`src/rtl/way_steer_pkg.sv`:
```
package way_steer_pkg;

    localparam int RND_W = 16;
    localparam int THR_W = RND_W + 1;
    localparam logic [RND_W-1:0] RND_MASK  = 16'hB400;
    localparam logic [RND_W-1:0] RND_SEED  = 16'hACE1;
    localparam logic [THR_W-1:0] THR_FULL  = 17'h10000;
    localparam logic [THR_W-1:0] THR_HALF  = 17'h08000;
    localparam logic [THR_W-1:0] THR_RESET = 17'h0D99A;

    typedef enum logic [1:0] {
        LK_IDLE  = 2'd0,
        LK_WAIT1 = 2'd1,
        LK_WAIT2 = 2'd2
    } lk_state_e;

    typedef struct packed {
        logic       done;
        logic       hit;
        logic       way;
        logic [1:0] probes;
    } lk_result_t;

    typedef struct packed {
        logic valid;
        logic way;
    } probe_t;

    function automatic logic [RND_W-1:0] rnd_step(input logic [RND_W-1:0] s);
        logic [RND_W-1:0] n;
        n = s >> 1;
        if (s[0]) n = n ^ RND_MASK;
        return n;
    endfunction

    function automatic logic [THR_W-1:0] thr_clamp(input logic [THR_W-1:0] v);
        if (v > THR_FULL) return THR_FULL;
        if (v < THR_HALF) return THR_HALF;
        return v;
    endfunction

endpackage

```
`src/rtl/ws_rand.sv`:
```
module ws_rand
    import way_steer_pkg::*;
#(
    parameter logic [RND_W-1:0] SEED = RND_SEED
) (
    input  logic             clk,
    input  logic             rst,
    input  logic             step,
    output logic [RND_W-1:0] state
);
    localparam logic [RND_W-1:0] SAFE_SEED = (SEED == '0) ? {{(RND_W-1){1'b0}}, 1'b1} : SEED;

    logic [RND_W-1:0] state_q;

    always_ff @(posedge clk) begin
        if (rst)       state_q <= SAFE_SEED;
        else if (step) state_q <= rnd_step(state_q);
    end

    assign state = state_q;
endmodule

```
`src/rtl/ws_install.sv`:
```
module ws_install
    import way_steer_pkg::*;
#(
    parameter int ADDR_W   = 32,
    parameter int PREF_BIT = 12
) (
    input  logic              clk,
    input  logic              rst,
    input  logic              thr_we,
    input  logic [THR_W-1:0]  thr_wdata,
    input  logic              fill_valid,
    input  logic [ADDR_W-1:0] fill_addr,
    input  logic [RND_W-1:0]  rnd,
    output logic              install_valid,
    output logic              install_way
);
    logic [THR_W-1:0] thr_q;
    logic             pref;
    logic             take_pref;
    probe_t           dec_q;

    always_ff @(posedge clk) begin
        if (rst)         thr_q <= THR_RESET;
        else if (thr_we) thr_q <= thr_clamp(thr_wdata);
    end

    assign pref      = fill_addr[PREF_BIT];
    assign take_pref = ({1'b0, rnd} < thr_q);

    always_ff @(posedge clk) begin
        if (rst) begin
            dec_q <= '0;
        end else begin
            dec_q.valid <= fill_valid;
            if (fill_valid) dec_q.way <= take_pref ? pref : ~pref;
        end
    end

    assign install_valid = dec_q.valid;
    assign install_way   = dec_q.way;
endmodule

```
`src/rtl/ws_lookup.sv`:
```
module ws_lookup
    import way_steer_pkg::*;
#(
    parameter int ADDR_W   = 32,
    parameter int PREF_BIT = 12
) (
    input  logic              clk,
    input  logic              rst,
    input  logic              lk_valid,
    input  logic [ADDR_W-1:0] lk_addr,
    input  logic              resp_valid,
    input  logic              resp_hit,
    output logic              lk_ready,
    output probe_t            probe,
    output lk_result_t        result
);
    lk_state_e  st_q;
    logic       pref_q;
    probe_t     probe_q;
    lk_result_t res_q;

    always_ff @(posedge clk) begin
        if (rst) begin
            st_q    <= LK_IDLE;
            pref_q  <= 1'b0;
            probe_q <= '0;
            res_q   <= '0;
        end else begin
            probe_q.valid <= 1'b0;
            res_q.done    <= 1'b0;
            unique case (st_q)
                LK_IDLE: begin
                    if (lk_valid) begin
                        pref_q        <= lk_addr[PREF_BIT];
                        probe_q.valid <= 1'b1;
                        probe_q.way   <= lk_addr[PREF_BIT];
                        st_q          <= LK_WAIT1;
                    end
                end
                LK_WAIT1: begin
                    if (resp_valid) begin
                        if (resp_hit) begin
                            res_q <= '{done: 1'b1, hit: 1'b1, way: pref_q, probes: 2'd1};
                            st_q  <= LK_IDLE;
                        end else begin
                            probe_q.valid <= 1'b1;
                            probe_q.way   <= ~pref_q;
                            st_q          <= LK_WAIT2;
                        end
                    end
                end
                LK_WAIT2: begin
                    if (resp_valid) begin
                        res_q <= '{done: 1'b1, hit: resp_hit, way: ~pref_q, probes: 2'd2};
                        st_q  <= LK_IDLE;
                    end
                end
                default: st_q <= LK_IDLE;
            endcase
        end
    end

    assign lk_ready = (st_q == LK_IDLE);
    assign probe    = probe_q;
    assign result   = res_q;
endmodule

```
`src/rtl/way_install_sel.sv`:
```
module way_install_sel
    import way_steer_pkg::*;
#(
    parameter int ADDR_W   = 32,
    parameter int PREF_BIT = 12,
    parameter logic [RND_W-1:0] SEED = RND_SEED
) (
    input  logic              clk,
    input  logic              rst,
    input  logic              thr_we,
    input  logic [16:0]       thr_wdata,
    input  logic              fill_valid,
    input  logic [ADDR_W-1:0] fill_addr,
    output logic              install_valid,
    output logic              install_way,
    input  logic              lk_valid,
    input  logic [ADDR_W-1:0] lk_addr,
    output logic              lk_ready,
    output logic              probe_valid,
    output logic              probe_way,
    input  logic              resp_valid,
    input  logic              resp_hit,
    output logic              lk_done,
    output logic              lk_hit,
    output logic              lk_way,
    output logic [1:0]        lk_probes
);
    logic [RND_W-1:0] rnd;
    probe_t           probe;
    lk_result_t       result;

    ws_rand #(.SEED(SEED)) u_rand (
        .clk   (clk),
        .rst   (rst),
        .step  (fill_valid),
        .state (rnd)
    );

    ws_install #(.ADDR_W(ADDR_W), .PREF_BIT(PREF_BIT)) u_inst (
        .clk           (clk),
        .rst           (rst),
        .thr_we        (thr_we),
        .thr_wdata     (thr_wdata),
        .fill_valid    (fill_valid),
        .fill_addr     (fill_addr),
        .rnd           (rnd),
        .install_valid (install_valid),
        .install_way   (install_way)
    );

    ws_lookup #(.ADDR_W(ADDR_W), .PREF_BIT(PREF_BIT)) u_lk (
        .clk        (clk),
        .rst        (rst),
        .lk_valid   (lk_valid),
        .lk_addr    (lk_addr),
        .resp_valid (resp_valid),
        .resp_hit   (resp_hit),
        .lk_ready   (lk_ready),
        .probe      (probe),
        .result     (result)
    );

    assign probe_valid = probe.valid;
    assign probe_way   = probe.way;
    assign lk_done     = result.done;
    assign lk_hit      = result.hit;
    assign lk_way      = result.way;
    assign lk_probes   = result.probes;
endmodule

```
`config.mk`:
```
export PLATFORM = sky130hd
export DESIGN_NAME = way_install_sel
export DESIGN_NICKNAME = d
export VERILOG_FILES = /design/src/rtl/way_steer_pkg.sv /design/src/rtl/ws_rand.sv /design/src/rtl/ws_install.sv /design/src/rtl/ws_lookup.sv /design/src/rtl/way_install_sel.sv
export SDC_FILE = /design/constraint.sdc
export NUM_CORES = 1
export LEC_CHECK = 0
export CORE_UTILIZATION = 45
export CTS_CLUSTER_DIAMETER = 100
export DETAILED_ROUTE_END_ITERATION = 16
export GPL_TIMING_DRIVEN = 1
export PLACE_DENSITY = 0.86
export SLEW_MARGIN = 20
export SYNTH_ARGS = -nofsm -noshare
export SYNTH_HDL_FRONTEND = slang
export SYNTH_SLANG_ARGS = --single-unit
```
`constraint.sdc`:
```
create_clock -name clk -period 5.7 [get_ports clk]
set_clock_uncertainty 0.2 [all_clocks]
set_input_delay 1.71 -clock clk [delete_from_list [all_inputs] [get_ports clk]]
set_output_delay 1.71 -clock clk [all_outputs]
set_load 0.01 [all_outputs]
```
==> results of run 1 <==
## flip-flops by register name, indices dropped and copies added, names as in the netlist
| signal | count |
|---|---|
| u_inst.thr_q | 17 |
| u_rand.state | 16 |
| u_lk.result | 5 |
| u_lk.probe | 2 |
| u_lk.st_q | 2 |
| u_inst.install_valid | 1 |
| u_inst.install_way | 1 |
| u_lk.pref_q | 1 |
## worst max path at each step
stage	to	slack, ps
floorplan	u_inst.thr_q[11]	2740
global placement	u_inst.install_way	1870
detailed placement	u_inst.install_way	1890
CTS	u_inst.install_way	2210
global route	u_inst.install_way	1960
finish	u_inst.install_way	2200
## synth_stat cells (2+ instances only)
master	instances	share of area (%)
nor2_1	24	4.1
nand4_1	4	1.1
nor4_1	3	0.86
ha_1	18	10
a21oi_1	17	3.9
a22oi_1	2	0.69
mux2i_1	14	6.4
o21ai_0	9	2.1
a31oi_1	5	1.4
clkbuf_1	10	1.7
dfxtp_1	45	41
o21a_1	2	0.69
nand2_1	26	4.5
inv_1	21	3.6
a21o_1	2	0.69
nand3_1	5	1.1
a211oi_1	2	0.69
a221o_2	8	4.1
nor2b_1	3	0.86
nor3_1	4	0.92
xnor2_1	3	1.2
nand2b_1	2	0.57
## report_power, final
group / switching, mW / internal (mW) / total [mW] / leakage, nW
combinational: 0.0597 / 0.0634 / 0.123 / 0.686
sequential: 0.0137 / 0.333 / 0.347 / 0.371
clock: 0.108 / 0.143 / 0.251 / 0.0574
total: 0.182 / 0.539 / 0.721 / 1.11
## kinds of logic (layout without fill, tap and decap cells)
family	Yosys count	count (layout)
compound gates	54	54
xor+xnor	3	3
fa+ha+maj	18	18
buf+inv	34	65
flops	45	45
mux	15	15
simple gates	76	76
## worst max-delay path, delay by kind of cell
family,cells,cell delay [ps]
compound gates,2,530
mux,1,310
buf+inv,1,930
## layer usage
metal	global-route usage, %	vias up	routed length (um)
li1	-	918	-
met1	25.5	852	2150
met2	32.4	42	2130
met3	4.36	4	183
met4	7.41	0	43
met5	0	-	0
## stage by stage
stage | worst slack [ps] | area (sq um) | utilization, % | hold WS, ps | std cells
after floorplan | 2740 | 2180 | - | 241 | 245
after global placement | 1870 | 2540 | 56.4 | 242 | 320
after detailed placement | 1890 | 2540 | 56.4 | 254 | 320
final | 2200 | 2660 | 59.1 | 262 | 328
after global routing | 1960 | 2660 | 59.1 | 302 | 328
after CTS | 2210 | 2660 | 59.1 | 264 | 328
## layout make-up
type | instances | share of cell area, %
multi-input cells | 166 | 42.8
clock buffers | 6 | 3.10
repair buffers | 36 | 13.4
clock inverters | 2 | 1.41
well taps | 52 | 2.44
inverters | 21 | 2.96
flip-flops and latches | 45 | 33.9
## placed cells by master, fill, tap and decap left out, types with 2 or more instances in the layout
master | synthesis | final
nand3_1 | 5 | 5
mux2i_1 | 14 | 14
dfxtp_1 | 45 | 45
a221o_2 | 8 | 8
a211oi_1 | 2 | 2
clkdlybuf4s50_1 | 0 | 35
nand4_1 | 4 | 4
clkbuf_8 | 0 | 6
a21o_1 | 2 | 2
nor2b_1 | 3 | 3
o21ai_0 | 9 | 9
a22oi_1 | 2 | 2
a21oi_1 | 17 | 17
o21a_1 | 2 | 2
xnor2_1 | 3 | 3
nor3_1 | 4 | 4
nand2b_1 | 2 | 2
a31oi_1 | 5 | 5
ha_1 | 18 | 18
nand2_1 | 26 | 26
inv_1 | 21 | 21
nor4_1 | 3 | 3
nor2_1 | 24 | 24
==> results.sh, run 1 <==
export IMPL_status="finished, final reports clean"
export IMPL_setup_viol=0
export IMPL_rr_endpoint="u_inst.install_way"
export IMPL_synth_cell_types=38
export IMPL_slowest_delay_ps=930
export IMPL_seq_area_sq_um=901
export IMPL_post_cts_setup_buffers=0
export IMPL_hpwl_um=3370
export IMPL_vias=1816
export IMPL_reg2reg_depth=7
export IMPL_maxSlewHeadroom_pct=32.6
export IMPL_grt_pass1_vias=1730
export IMPL_dieArea_sq_mm=0.00513
export IMPL_worstHoldPathCells=2
export IMPL_start_util_pct=48.4
export IMPL_path_max_fanout=24
export IMPL_rsz0062_at_grt="no"
export IMPL_hold_buffers=0
export IMPL_synth_ff_latch_count=45
export IMPL_synth_compound_area_share_pct=17.7
export IMPL_period_share_pct=61.4
export IMPL_maxCapViolCount=0
export IMPL_critPathLaunch="fill_valid"
export IMPL_dieWidth_um=71.6
export IMPL_synth_mux_area_fraction_pct=7.12
export IMPL_final_layout_size_suffix_gt1_share_pct=7.61
export IMPL_finalHoldViolations=0
export IMPL_antenna_found_initial=0
export IMPL_max_freq_mhz=286
export IMPL_endpoint_kind="register"
export IMPL_r2r_start="u_inst.thr_q[10]"
export IMPL_fillCellCount=382
export IMPL_synth_simple_gate_area_share_pct=15.9
export IMPL_synth_xor_xnor_area_share_pct=1.21
export IMPL_grt_max_degree=36
export IMPL_place_gp_congestion=0.840
export IMPL_ys_seq_area_share_pct=41.3
export IMPL_drt_antenna_violating_nets=0
export IMPL_grt_pass1_wl_um=7850
export IMPL_cp_required_ps=5690
export IMPL_synthAdderAreaFrac_pct=10.3
export IMPL_ir_drop_uv=118
export IMPL_routed_wl_um=4510
export IMPL_dieHeight_um=71.6
export IMPL_r2r_slack_ps=3660
export IMPL_cts_resized=0
export IMPL_cts_tree="built"
export IMPL_grt_ovfl_total=0
export IMPL_crit_type="in2reg"
export IMPL_io_buffers=35
export IMPL_total_power_mw=0.721
export IMPL_synth_flop_cell="dfxtp_1"
export IMPL_synth_cells=245
export IMPL_num_rows=24
export IMPL_numCtsBuffers=5
export IMPL_synth_top_family_by_area="compound AO/OA/AOI/OAI gates"
export IMPL_first_pass_iters=5
export IMPL_wl_per_cell_um=13.7
export IMPL_nNetsFinal=381
export IMPL_multiInputGateArea_sq_mm=0.00114
export IMPL_synthArstFlopShare_pct=0
export IMPL_worstPathArrival_ps=3490
export IMPL_htree_levels=2
export IMPL_slowest_stage="clkdlybuf4s50_1"
export IMPL_powerDensity_mw_per_mm2=271
export IMPL_fin_setup_tns_ps=0
export IMPL_synth_edf_count=0
export IMPL_root_buffer="clkbuf_8"
export IMPL_core_area_sq_mm=0.00450
export IMPL_viasPerCell=5.54
export IMPL_min_delay_start="u_lk.result[1]"
export IMPL_max_slew_worst_pin_slew_ps=1010
export IMPL_clkTransAtPathRegs_ps=80
export IMPL_hold_path_class="reg2reg"
export IMPL_start_kind="input pin"
export IMPL_fin_crit_ps=3500
export IMPL_synthesis_area_sq_mm=0.00218
export IMPL_synth_net_count=351
export IMPL_area_growth_pct=22.1
export IMPL_diodes=0
export IMPL_drtIter0Drc=57
export IMPL_syn_avg_cell_area_sq_um=8.90
export IMPL_ios=98
export IMPL_yosysWarnings=0
export IMPL_p_leak_nw=1.11
export IMPL_cts_buffer_depth=2
export IMPL_clock_latency_ps=300
export IMPL_grt_use_total_pct=19.7
export IMPL_numClockSinks=45
export IMPL_holdPathEnd="u_lk.result[1]"
export IMPL_drc=0
export IMPL_maxSlewViolCount=0
export IMPL_path_cells="clkdlybuf4s50_1 > o21ai_0 > a21oi_1 > mux2_4"
Note: power is estimated with default switching activity, not from simulation.
==> run 2: changes to the inputs <==
--- a/config.mk
+++ b/config.mk
@@ -5,11 +5,11 @@
 export SDC_FILE = /design/constraint.sdc
 export NUM_CORES = 1
 export LEC_CHECK = 0
-export CORE_UTILIZATION = 45
+export CORE_UTILIZATION = 42
 export CTS_CLUSTER_DIAMETER = 100
 export DETAILED_ROUTE_END_ITERATION = 16
 export GPL_TIMING_DRIVEN = 1
-export PLACE_DENSITY = 0.86
+export PLACE_DENSITY = 0.81
 export SLEW_MARGIN = 20
 export SYNTH_ARGS = -nofsm -noshare
 export SYNTH_HDL_FRONTEND = slang
==> constraint.sdc (replaced) <==
create_clock -name clk -period 3.45 [get_ports clk]
set_clock_uncertainty 0.2 [all_clocks]
set_input_delay 1.035 -clock clk [delete_from_list [all_inputs] [get_ports clk]]
set_output_delay 1.035 -clock clk [all_outputs]
set_load 0.01 [all_outputs]
==> results.sh, run 2 (same netlist as run 1, synthesis figures left out) <==
export IMPL_clkTransAtPathRegs_ps=80
export IMPL_place_gp_congestion=0.836
export IMPL_largest_register_ffs=17
export IMPL_dieWidth_um=74.0
export IMPL_clock_latency_ps=300
export IMPL_path_depth=3
export IMPL_crit_type="reg2out"
export IMPL_cp_required_ps=2210
export IMPL_grt_pass1_wl_um=7330
export IMPL_finalHoldViolations=0
export IMPL_rr_endpoint="u_inst.install_way"
export IMPL_dieHeight_um=74.0
export IMPL_dieArea_sq_mm=0.00548
export IMPL_maxSlewHeadroom_pct=75.0
export IMPL_fin_crit_ps=2740
export IMPL_vias=1742
export IMPL_worstHoldPathCells=2
export IMPL_status="finished, final reports clean"
export IMPL_layout_common_cells="dfxtp_1 (45), clkdlybuf4s50_1 (35), nand2_1 (26), nor2_1 (24), inv_1 (21)"
export IMPL_fin_setup_tns_ps=0
export IMPL_cts_tree="built"
export IMPL_final_layout_size_suffix_gt1_share_pct=7.58
export IMPL_area_growth_pct=22.1
export IMPL_antenna_found_initial=0
export IMPL_core_area_sq_mm=0.00485
export IMPL_path_max_fanout=5
export IMPL_grt_pass1_vias=1578
export IMPL_start_util_pct=45.0
export IMPL_max_freq_mhz=365
export IMPL_slowest_delay_ps=560
export IMPL_rsz0062_at_grt="no"
export IMPL_reg2reg_depth=7
export IMPL_cp_num_buf_inv=2
export IMPL_numCtsBuffers=5
export IMPL_hold_ws_ps=266
export IMPL_cts_resized=0
export IMPL_multiInputGateArea_sq_mm=0.00114
export IMPL_grt_ovfl_total=0
export IMPL_period_share_pct=79.5
export IMPL_hold_path_class="reg2reg"
export IMPL_endpoint_kind="output port"
export IMPL_hold_buffers=0
export IMPL_setup_viol=0
export IMPL_ios=98
export IMPL_wl_per_cell_um=12.8
export IMPL_grt_use_total_pct=17.9
export IMPL_root_buffer="clkbuf_8"
export IMPL_drt_antenna_violating_nets=0
export IMPL_worstPathArrival_ps=1510
export IMPL_holdPathEnd="u_inst.thr_q[5]"
export IMPL_critPathLaunch="u_lk.st_q[0]"
export IMPL_start_kind="register"
export IMPL_path_cells="inv_1 > ha_1 > clkdlybuf4s50_1"
export IMPL_cts_buffer_depth=2
export IMPL_post_cts_setup_buffers=0
export IMPL_maxCapViolCount=0
export IMPL_numClockSinks=45
export IMPL_regMostFlops="u_inst.thr_q"
export IMPL_p_leak_nw=1.11
export IMPL_seq_area_sq_um=901
export IMPL_ir_drop_uv=240
export IMPL_min_delay_start="u_inst.thr_q[5]"
export IMPL_maxSlewViolCount=0
export IMPL_htree_levels=2
export IMPL_r2r_slack_ps=1420
export IMPL_drtIter0Drc=64
export IMPL_fillCellCount=436
export IMPL_drc=0
export IMPL_io_buffers=35
export IMPL_r2r_start="u_inst.thr_q[4]"
export IMPL_grt_max_degree=35
export IMPL_nNetsFinal=383
export IMPL_routed_wl_um=4400
export IMPL_powerDensity_mw_per_mm2=414
export IMPL_critPathTopFamily="buffers and inverters"
export IMPL_viasPerCell=5.06
export IMPL_diodes=0
export IMPL_final_common_cell="dfxtp_1"
export IMPL_num_rows=25
export IMPL_hpwl_um=3300
export IMPL_slowest_stage="clkdlybuf4s50_1"
export IMPL_max_slew_worst_pin_slew_ps=375
export IMPL_first_pass_iters=4
==> run 2: changes by cell type in the layout (fill, tap and decap cells not counted) <==
| cell | change |
|---|---|
| clkinvlp_4 | -1 |
| buf_4 | +2 |
| clkbuf_1 | +1 |
| bufinv_16 | -1 |
==> run 2: final cells by class <==
class                      instances  share of cell area, %
clock buffer                       7                   3.24
inverter                          21                   2.96
multi-input combinational        166                   42.8
sequential                        45                   33.9
tap                               67                   3.15
timing repair buffer              38                   14.0
==> run 2: how the worst max path moves through the flow <==
stage          slack, ps               end
2_1_floorplan       1170  u_inst.thr_q[11]
3_3_place_gp         600  u_inst.thr_q[14]
3_5_place_dp         560   u_inst.thr_q[4]
4_1_cts              690          lk_ready
5_1_grt              620          lk_ready
6_report             710          lk_ready
==> run 2: worst register-to-register path: stages (launching register included) <==
cell and delay (ps):
dfxtp_1 340, inv_1 50, ha_1 310, nand4_1 140, a2111oi_2 350, nor3_1 80, a2bb2oi_1 150, mux2_4 300
==> run 2: report_power, final <==
part | switching, mW | leakage [nW] | total, mW | internal [mW]
registers | 0.0228 | 0.371 | 0.574 | 0.551
logic | 0.0989 | 0.695 | 0.206 | 0.107
clock network | 0.164 | 0.0443 | 0.322 | 0.159
total | 0.285 | 1.11 | 1.10 | 0.816
==> run 2: metal layers <==
layer  track usage, %  routed length (um)  part of all wire [%]  vias to the layer above
met2             28.5                2040                    46                       32
li1                 -                   -                     -                      913
met1             23.1                2150                    49                      789
met5                0                   0                     0                        -
met3             3.66                 117                   2.7                        8
met4             8.55                  98                   2.2                        0
==> run 2: metrics by stage <==
stage / setup slack (ps) / total power [mW] / utilization, % / cells / instance area, sq um
after floorplan: 1170 / 0.711 / - / 245 / 2180
after global placement: 604 / 0.779 / 53.1 / 337 / 2570
after detailed placement: 562 / 0.789 / 53.1 / 337 / 2570
after CTS: 691 / 1.11 / 54.9 / 344 / 2660
after global routing: 618 / 1.16 / 54.9 / 344 / 2660
final: 707 / 1.10 / 54.9 / 344 / 2660
